$ cat config.mk
export PLATFORM = sky130hd
export DESIGN_NAME = aux_frame_codec
export DESIGN_NICKNAME = d
export VERILOG_FILES = /design/src/rtl/aux_frame_codec.sv
export SDC_FILE = /design/constraint.sdc
export NUM_CORES = 1
export LEC_CHECK = 0
export CAP_MARGIN = 40
export CORE_MARGIN = 5
export CORE_UTILIZATION = 45
export DETAILED_ROUTE_END_ITERATION = 6
export DONT_BUFFER_PORTS = 1
export GPL_TIMING_DRIVEN = 0
export PLACE_DENSITY = 0.73
export RECOVER_POWER = 25
export SLEW_MARGIN = 5
export SYNTH_ARGS = -nofsm -noshare
export SYNTH_HDL_FRONTEND = slang
export SYNTH_SLANG_ARGS = --single-unit
$ cat constraint.sdc
create_clock -name clk -period 2 [get_ports clk]
set_input_delay 0.1 -clock clk [delete_from_list [all_inputs] [get_ports clk]]
set_output_delay 0.1 -clock clk [all_outputs]
set_load 0.05 [all_outputs]
$ cat src/rtl/aux_frame_codec.sv
module aux_frame_codec #(
  parameter int MAX_LEN = 16,
  localparam int LEN_W = $clog2(MAX_LEN + 1),
  localparam int TOT_W = $clog2(MAX_LEN + 5),
  localparam int CNT_W = $clog2(MAX_LEN + 2)
) (
  input  logic             clk,
  input  logic             rst_n,
  input  logic             req_valid,
  output logic             req_ready,
  input  logic [3:0]       req_cmd,
  input  logic [19:0]      req_addr,
  input  logic [LEN_W-1:0] req_len,
  input  logic             wr_valid,
  output logic             wr_ready,
  input  logic [7:0]       wr_data,
  output logic             tx_valid,
  input  logic             tx_ready,
  output logic [7:0]       tx_data,
  output logic             tx_last,
  output logic [TOT_W-1:0] tx_count,
  input  logic             rx_start,
  input  logic [CNT_W-1:0] rx_count,
  input  logic [LEN_W-1:0] rx_limit,
  input  logic             rx_disc,
  input  logic             rx_valid,
  input  logic [7:0]       rx_data,
  output logic             pay_valid,
  output logic [7:0]       pay_data,
  output logic             rsp_done,
  output logic [3:0]       rsp_status,
  output logic [CNT_W-1:0] rsp_len,
  output logic             err_empty,
  output logic             err_over,
  output logic             err_disc
);

  localparam logic [3:0] CMD_NWR     = 4'h8;
  localparam logic [3:0] CMD_IWR     = 4'h0;
  localparam logic [3:0] CMD_IWR_MOT = 4'h4;

  // ---------------- request framer ----------------
  logic             busy;
  logic [3:0]       cmd_q;
  logic [19:0]      addr_q;
  logic [LEN_W-1:0] len_q;
  logic [TOT_W-1:0] hdr_q, total_q, idx_q;

  logic             is_wr;
  logic [TOT_W-1:0] hdr_n;
  logic             in_hdr;
  logic [7:0]       len_m1;

  assign is_wr  = (req_cmd == CMD_NWR) || (req_cmd == CMD_IWR) || (req_cmd == CMD_IWR_MOT);
  assign hdr_n  = (req_len != '0) ? TOT_W'(4) : TOT_W'(3);
  assign in_hdr = idx_q < hdr_q;
  assign len_m1 = 8'(len_q) - 8'd1;

  assign req_ready = !busy;
  assign tx_valid  = busy && (in_hdr || wr_valid);
  assign wr_ready  = busy && !in_hdr && tx_ready;
  assign tx_last   = busy && (idx_q == total_q - TOT_W'(1));
  assign tx_count  = total_q;

  always_comb begin
    tx_data = wr_data;
    if (in_hdr) begin
      case (idx_q)
        TOT_W'(0): tx_data = {cmd_q, addr_q[19:16]};
        TOT_W'(1): tx_data = addr_q[15:8];
        TOT_W'(2): tx_data = addr_q[7:0];
        default:   tx_data = len_m1;
      endcase
    end
  end

  always_ff @(posedge clk) begin
    if (!rst_n) begin
      busy    <= 1'b0;
      cmd_q   <= '0;
      addr_q  <= '0;
      len_q   <= '0;
      hdr_q   <= '0;
      total_q <= '0;
      idx_q   <= '0;
    end else if (!busy) begin
      if (req_valid) begin
        busy    <= 1'b1;
        cmd_q   <= req_cmd;
        addr_q  <= req_addr;
        len_q   <= req_len;
        hdr_q   <= hdr_n;
        total_q <= hdr_n + (is_wr ? TOT_W'(req_len) : TOT_W'(0));
        idx_q   <= '0;
      end
    end else if (tx_valid && tx_ready) begin
      idx_q <= idx_q + TOT_W'(1);
      if (tx_last) busy <= 1'b0;
    end
  end

  // ---------------- reply parser ----------------
  typedef enum logic [1:0] {P_IDLE, P_STAT, P_PAY, P_DRAIN} pstate_t;
  pstate_t          pst;
  logic [CNT_W-1:0] left_q, cnt_q;
  logic [LEN_W-1:0] limit_q;
  logic [3:0]       stat_q;
  logic             over_q;
  logic [3:0]       stat_in;
  logic             fits;

  assign stat_in   = rx_data[7:4];
  assign fits      = (cnt_q - CNT_W'(1)) <= CNT_W'(limit_q);
  assign pay_valid = (pst == P_PAY) && rx_valid;
  assign pay_data  = rx_data;

  always_ff @(posedge clk) begin
    if (!rst_n) begin
      pst        <= P_IDLE;
      left_q     <= '0;
      cnt_q      <= '0;
      limit_q    <= '0;
      stat_q     <= '0;
      over_q     <= 1'b0;
      rsp_done   <= 1'b0;
      rsp_status <= '0;
      rsp_len    <= '0;
      err_empty  <= 1'b0;
      err_over   <= 1'b0;
      err_disc   <= 1'b0;
    end else begin
      rsp_done <= 1'b0;
      case (pst)
        P_IDLE: if (rx_start) begin
          if (rx_disc || rx_count == '0) begin
            rsp_done   <= 1'b1;
            rsp_status <= '0;
            rsp_len    <= '0;
            err_disc   <= rx_disc;
            err_empty  <= !rx_disc;
            err_over   <= 1'b0;
          end else begin
            cnt_q   <= rx_count;
            left_q  <= rx_count;
            limit_q <= rx_limit;
            pst     <= P_STAT;
          end
        end
        P_STAT: if (rx_valid) begin
          left_q <= left_q - CNT_W'(1);
          stat_q <= stat_in;
          over_q <= (stat_in == 4'd0) && !fits;
          if (left_q == CNT_W'(1)) begin
            rsp_done   <= 1'b1;
            rsp_status <= stat_in;
            rsp_len    <= '0;
            err_disc   <= 1'b0;
            err_empty  <= 1'b0;
            err_over   <= 1'b0;
            pst        <= P_IDLE;
          end else if (stat_in == 4'd0 && fits) begin
            pst <= P_PAY;
          end else begin
            pst <= P_DRAIN;
          end
        end
        default: if (rx_valid) begin
          left_q <= left_q - CNT_W'(1);
          if (left_q == CNT_W'(1)) begin
            rsp_done   <= 1'b1;
            rsp_status <= stat_q;
            rsp_len    <= (pst == P_PAY) ? cnt_q - CNT_W'(1) : '0;
            err_disc   <= 1'b0;
            err_empty  <= 1'b0;
            err_over   <= over_q;
            pst        <= P_IDLE;
          end
        end
      endcase
    end
  end

endmodule

Word-level counts from Yosys, hierarchy flattened
Cells that the tools add are included.
{"block": "classes", "n_reduce_logical": 34, "addsub": 6, "n_mux": 56, "n_bitwise": 2, "magnitude_cmp": 2, "n_eq_ne": 14}
{"operator": "two-way mux 5 bit", "count": 15}
{"operator": "two-way mux 4 bit", "count": 6}
{"operator": "one-hot mux 8 bit (3 select lines)", "count": 1}
{"operator": "two-way mux 1 bit", "count": 22}
{"operator": "subtractor 5 x 1 -> 5 bit, second input constant", "count": 3}
{"operator": "two-way mux 2 bit", "count": 6}
{"operator": "== test 5 x 1 -> 1 bit, second input constant", "count": 2}
{"operator": "zero test 5 bit", "count": 2}
{"operator": "!= test 2 bit, second input constant", "count": 5}
{"operator": "one-hot mux 5 bit (2 select lines)", "count": 1}
{"operator": "logical AND 1 bit", "count": 8}
{"operator": "zero test 4 bit", "count": 2}
{"operator": "two-way mux 8 bit", "count": 1}
{"operator": "one-hot mux 4 bit (2 select lines)", "count": 1}
{"operator": "AND reduction 2 bit", "count": 3}
{"operator": "AND reduction 3 bit", "count": 2}
{"operator": "AND reduction 6 bit", "count": 1}
{"operator": "nonzero test 2 bit", "count": 3}
{"operator": "subtractor 5 x 1 -> 6 bit, second input constant", "count": 1}
{"operator": "adder 3 x 5 -> 5 bit", "count": 1}
{"operator": "adder 5 x 1 -> 5 bit, second input constant", "count": 1}
{"operator": "== test 5 x 2 -> 1 bit, second input constant", "count": 1}
{"operator": "== test 5 bit", "count": 1}
{"operator": "less-or-equal comparator 5 bit", "count": 1}
{"operator": "17 further kinds", "count": 24}
{"block": "totals", "regBits": 80, "out_inout_bits": 39}

Logic depth before layout (Yosys ltp)
{"block": "depth", "word_depth": 7, "ltp_mapped": 10}

Least setup slack after synthesis
OpenSTA, ideal clock, no wires.
{"block": "synth_timing", "path_kind": "reg2reg", "startpoint": "register total_q[0] (netlist: tx_count[0])", "endpoint": "register busy", "t_arrival_ps": 2776, "n_path_buf": 0, "setup_ps": 184, "setup_slack_ps": -960, "path_stages_with_launch": 8, "path_cell_list": "dfxtp_1 -> inv_1 -> ha_1 -> o21ba_2 -> a221oi_1 -> a41oi_1 -> nor3_1 -> a21oi_1"}
{"block": "synth_between", "elab_chain_cells": 6}
{"item": "start: declaration", "line_no": "47", "text": "logic [TOT_W-1:0] hdr_q, total_q, idx_q;"}
{"item": "start signal: assignment", "line_no": "93", "text": "total_q <= hdr_n + (is_wr ? TOT_W'(req_len) : TOT_W'(0));"}
{"item": "subtractor 5 x 1 -> 5 bit", "line_no": "62", "text": "assign tx_last = busy && (idx_q == total_q - TOT_W'(1));"}
{"item": "== test 5 bit", "line_no": "62"}
{"item": "logical AND 1 bit", "line_no": "62"}
{"item": "named net tx_last", "line_no": "20", "text": "output logic tx_last,"}
{"item": "two-way mux 1 bit", "line_no": "98", "text": "if (tx_last) busy <= 1'b0;"}
{"item": "two-way mux 1 bit", "line_no": "96", "text": "end else if (tx_valid && tx_ready) begin"}
{"item": "two-way mux 1 bit", "line_no": "86", "text": "end else if (!busy) begin"}
{"item": "end signal: assignment", "line_no": "79", "text": "busy <= 1'b0;"}
{"item": "end signal: assignment", "line_no": "88", "text": "busy <= 1'b1;"}
{"item": "end signal: assignment", "line_no": "98"}
{"item": "end: declaration", "line_no": "43", "text": "logic busy;"}
The timed path passes the listed nets, and every way through them passes these cells.
A chain may end at the register's enable or synchronous reset.

Worst setup path after layout
{"block": "layout_timing", "startpoint": "register idx_q[1]", "endpoint": "output port tx_data[1]"}
{"block": "layout_between", "elab_chain_cells": 3, "elab_cells_between_ends": 6, "cone_classes": "1 x order compare; 2 x eq/ne; 2 x mux; 1 x reduce/logical"}
{"item": "start: declaration", "line_no": "47"}
{"item": "start signal: assignment", "line_no": "97", "text": "idx_q <= idx_q + TOT_W'(1);"}
{"item": "== test 5 x 2 -> 1 bit, or another cell as far along", "line_no": "68", "text": "case (idx_q)"}
{"item": "one-hot mux 8 bit (3 select lines)", "line_no": "68"}
{"item": "two-way mux 8 bit *", "line_no": "67", "text": "if (in_hdr) begin"}
{"item": "end: declaration", "line_no": "19", "text": "output logic [7:0] tx_data,"}
Mark *: on every way between the ends. The rest lies on a longest branch, timed or not.

==> flow_summary.rst <==
.. list-table::
   :header-rows: 1

   * - Metric
     - Value
   * - Result of the run
     - finished, violations left
   * - HPWL Detailed
     - 8030 um
   * - TritonCTS Buffers
     - 9
   * - Worst slew slack as a fraction of its limit
     - 0.520
   * - Total power density per cell area
     - 727 nW/um^2
   * - Netlist area before placement
     - between 4000 and 5000 sq um
   * - Wirelength per Cell
     - between 15 and 20 um
   * - Post-Syn Nets
     - between 500 and 600
   * - Number of endpoints with negative hold slack in the final report
     - 0
   * - Number of gates on the worst path with buffers counted
     - 5
   * - Crit path largest cell delay
     - 0.64 ns
   * - R2r startpoint
     - tx_count[0]
   * - Net switching power of the design
     - 1.27 mW
   * - Net switching fraction of the power
     - 0.320
   * - Final Total Pwr
     - 3.98 mW
   * - Final non-filler cell area
     - 5480 sq um
   * - Clk Latency, worst-skew pair
     - 0.35 ns
   * - Via count of the first global-routing pass
     - about 4000
   * - I/O Pins
     - 102
   * - Final WL
     - 12900 um
   * - Count of antenna diodes in the layout
     - 0
   * - Met2 wire length
     - 6830 um
   * - DR vias
     - between 3000 and 4000
   * - Area growth from synthesis to layout
     - 31.6%
   * - Achievable frequency
     - 437 MHz
   * - Largest fanout on the critical path
     - 9
   * - Synth cell types
     - 60
   * - Sequential cell fraction of total power
     - 0.442
   * - Proportion of power drawn by combinational gates
     - 0.235
   * - TritonCTS Sinks
     - 77
   * - Cell type contributing the most total cell area after synthesis
     - dfxtp_1
   * - Number of nets still failing antenna checks after routing
     - 0
   * - First DRT Iteration DRCs
     - 217
   * - Internal power consumption
     - 2.71 mW
   * - CTS tree
     - built
   * - Placement Cell Area
     - 4330 sq um
   * - Placer Congestion
     - 0.867
   * - Number of maximum-capacitance violations
     - 0
   * - Maximum number of pins on one net before global-route repair
     - 14
   * - Total area of sequential cells
     - roughly 1600 sq um
   * - Buffers and inverters on the worst path
     - 1
   * - Worst-path cell with the longest stage delay
     - a222oi_1
   * - RSZ-0062 raised after global routing
     - true
   * - CP delay by family, top
     - compound AO/OA/AOI/OAI gates
   * - Metal1 wirelength
     - 4950 um
   * - Placeable core area
     - 9110 sq um
   * - Clock input transition at the sequential cells of the worst setup and hold paths
     - ~0.08 ns
   * - Ranking of synthesized cells by area
     - dfxtp_1 (37%), nand2_1 (9.0%), a21boi_0 (6.5%), ha_1 (5.7%), mux2i_1 (3.4%)
   * - Proportion of power drawn by the clock network
     - 0.323
   * - Vertical die dimension
     - around 110 um
   * - Final Net Count
     - 652
   * - Average cell area after synthesis
     - 8.40 sq um
   * - Horizontal die dimension
     - 106 um
   * - Leading register cell type out of synthesis
     - dfxtp_1
   * - Count of cells along the worst register-to-register path
     - 7
   * - Fraction of final layout cells with drive strength greater than 1
     - 0.188
   * - Required time at the worst-slack endpoint
     - 1.90 ns
   * - Filler cells
     - 733
   * - Buffer type at the clock tree root
     - clkbuf_8
   * - Class of the tightest hold or removal check
     - input pin to flop
   * - Clock Path Buffers
     - 2
   * - Global-route wire length before repair
     - 20000 um
   * - Final setup violation count
     - 17
   * - Vias/cell
     - 5.74
   * - Layout Skew
     - roughly 0.0071 ns
   * - Number of flip-flops and latches in the synthesized netlist
     - 77
   * - Launching element of the worst setup path
     - idx_q[1]
   * - Crit path capture type
     - primary output
   * - Worst reg2reg endpoint
     - busy
   * - Tightest Pin Transition
     - 0.715 ns
   * - Register-to-Register Setup Slack
     - -0.06 ns
   * - Final number of max-transition violations
     - 0
   * - Multi-input logic area
     - 2660 sq um
   * - Highest metal layer used by the detailed router
     - met4
   * - Area fraction of the dominant cell type after synthesis
     - 0.371
   * - Critical Path AT
     - 2.19 ns
   * - Fin crit share
     - 1.14
   * - Overall track demand over capacity in global routing
     - 0.224
   * - Post-synthesis cell count
     - 495
   * - Worst setup path endpoint
     - tx_data[1]
   * - Final period demand of the worst path
     - 2.29 ns
   * - Violated checks
     - negative setup slack
   * - Number of enable flip-flop cells after synthesis
     - 0
   * - Worst-path cell chain
     - inv_1, ha_4, a222oi_1, o221ai_2, o21a_4
   * - Static leakage
     - about 2.1 nW
   * - Share of synthesized area occupied by flip-flops and latches
     - 0.371
   * - Total number of placement rows
     - 35
   * - DRT Pass-1 Iters
     - 5
   * - Met3 routed WL
     - between 800 and 900 um
   * - Peak supply drop
     - 0.000436 V
   * - Async set or reset register ratio after synthesis
     - 0
   * - Top library cells by usage in the layout, fill and taps aside
     - nand2_1 (99), dfxtp_1 (67), dlygate4sd3_1 (47), a21boi_0 (36), clkbuf_1 (20)
   * - Initial core utilization
     - 0.457
   * - Category of the critical setup timing path
     - flop to primary output
   * - Die area
     - 11300 sq um
   * - Synthesis warning total
     - 0
   * - Final critical-path setup slack
     - -0.290 ns
   * - Final routed DRC violation total
     - 0
   * - Crit path launch type
     - flop
   * - Leading cell type in the layout, fill and taps excluded
     - nand2_1
   * - Antenna violations before repair
     - 0
   * - Quantity of I/O buffers inserted on ports
     - 0
   * - CTS H-tree depth
     - 3
   * - Grt ovf
     - 0
metal layers:
layer  track usage  vias up
met1         0.245     1886
li1              -     1871
met2         0.407      148
met4        0.0833        0
met5             0        -
met3        0.0680       24
cell type report:
cell class	count	area share
Sequential cell	77	0.286
Timing Repair Buffer	67	0.120
Buffer	33	0.0288
Clock inverter	6	0.0162
Inverter	22	0.0155
Multi-Input combinational cell	359	0.486
Clock buffer	9	0.0226
Tap cell	111	0.0254
registers in the layout, indices dropped and copies added, names as in the netlist:
register / count
addr_q: 20
cnt_q: 5
idx_q: 5
left_q: 5
len_q: 5
limit_q: 5
rsp_len: 5
tx_count: 5
cmd_q: 4
rsp_status: 4
stat_q: 4
hdr_q: 2
pst: 2
busy: 1
err_disc: 1
err_empty: 1
err_over: 1
over_q: 1
rsp_done: 1
timing repair:
| action | CTS | global route |
|---|---|---|
| endpoints found under the hold margin | 52 | 2 |
| setup buffers | 12 | 6 |
| setup endpoints to repair | 23 | 48 |
| hold buffers | 46 | 1 |
| gates resized for setup | 60 | 25 |
| cloned | 1 | 0 |
| pin swaps | 17 | 10 |
synth_stat cells (all sizes together) (8+ instances only):
cell,number
o21ai,16
a21oi,14
nor3,8
a222oi,8
inv,22
nand3,12
buf,22
nor2b,17
clkbuf,15
mux2i,14
a21boi,38
xnor2,9
nor2,22
dfxtp,77
ha,19
nand2,101
worst register-to-register path, cell delays in order (launching register included):
cell and delay [ns]:
dfxtp_4 0.47, inv_2 0.07, ha_4 0.17, o21ba_4 0.19, a221oi_2 0.26, a41oi_2 0.08, nor3_4 0.54, a21oi_1 0.14
kinds of logic (layout without fill, tap and decap cells):
| kind of cell | count (synthesis) | after routing | synth area share |
|---|---|---|---|
| AO/OA/AOI/OAI | 120 | 120 | 0.222 |
| XOR/XNOR | 16 | 16 | 0.0337 |
| adder cells (fa/ha/maj) | 20 | 20 | 0.0620 |
| buffers and inverters | 59 | 137 | 0.0674 |
| flip-flops | 77 | 77 | 0.371 |
| multiplexers | 14 | 14 | 0.0337 |
| AND/OR/NAND/NOR | 189 | 189 | 0.211 |
how the worst min path moves through the flow:
stage | from | endpoint | slack [ns] | cells after the start
5_1_grt | rx_count[1] | left_q[1] | 0.008 | 4
3_3_place_gp | rx_disc | err_empty | 0.22 | 1
6_report | rx_data[6] | rsp_status[2] | 0.03 | 3
2_1_floorplan | rx_disc | err_empty | 0.21 | 1
4_1_cts | rx_valid | pst[1] | 0.004 | 2
3_5_place_dp | rx_disc | err_empty | 0.22 | 1
power groups by stage:
stage	sequential, mW	clock [mW]	combinational, mW
after floorplan	1.77	0	0.585
after global placement	1.79	0	0.677
after detailed placement	1.79	0	0.699
after CTS	1.76	1.32	0.871
after global routing	1.77	1.40	1.00
final	1.76	1.29	0.934
through the flow:
stage	TNS (ns)	setup slack, ns	utilization	hold WS, ns	cells
after floorplan	-0.195	-0.108	-	0.208	495
after global routing	-3.49	-0.322	0.601	0.00766	684
after detailed placement	-3.00	-0.281	0.476	0.220	607
final	-2.41	-0.290	0.601	0.0260	684
after global placement	-2.67	-0.249	0.475	0.216	606
after CTS	-1.61	-0.283	0.588	0.00357	677
Power figures use the tool's default switching activity.
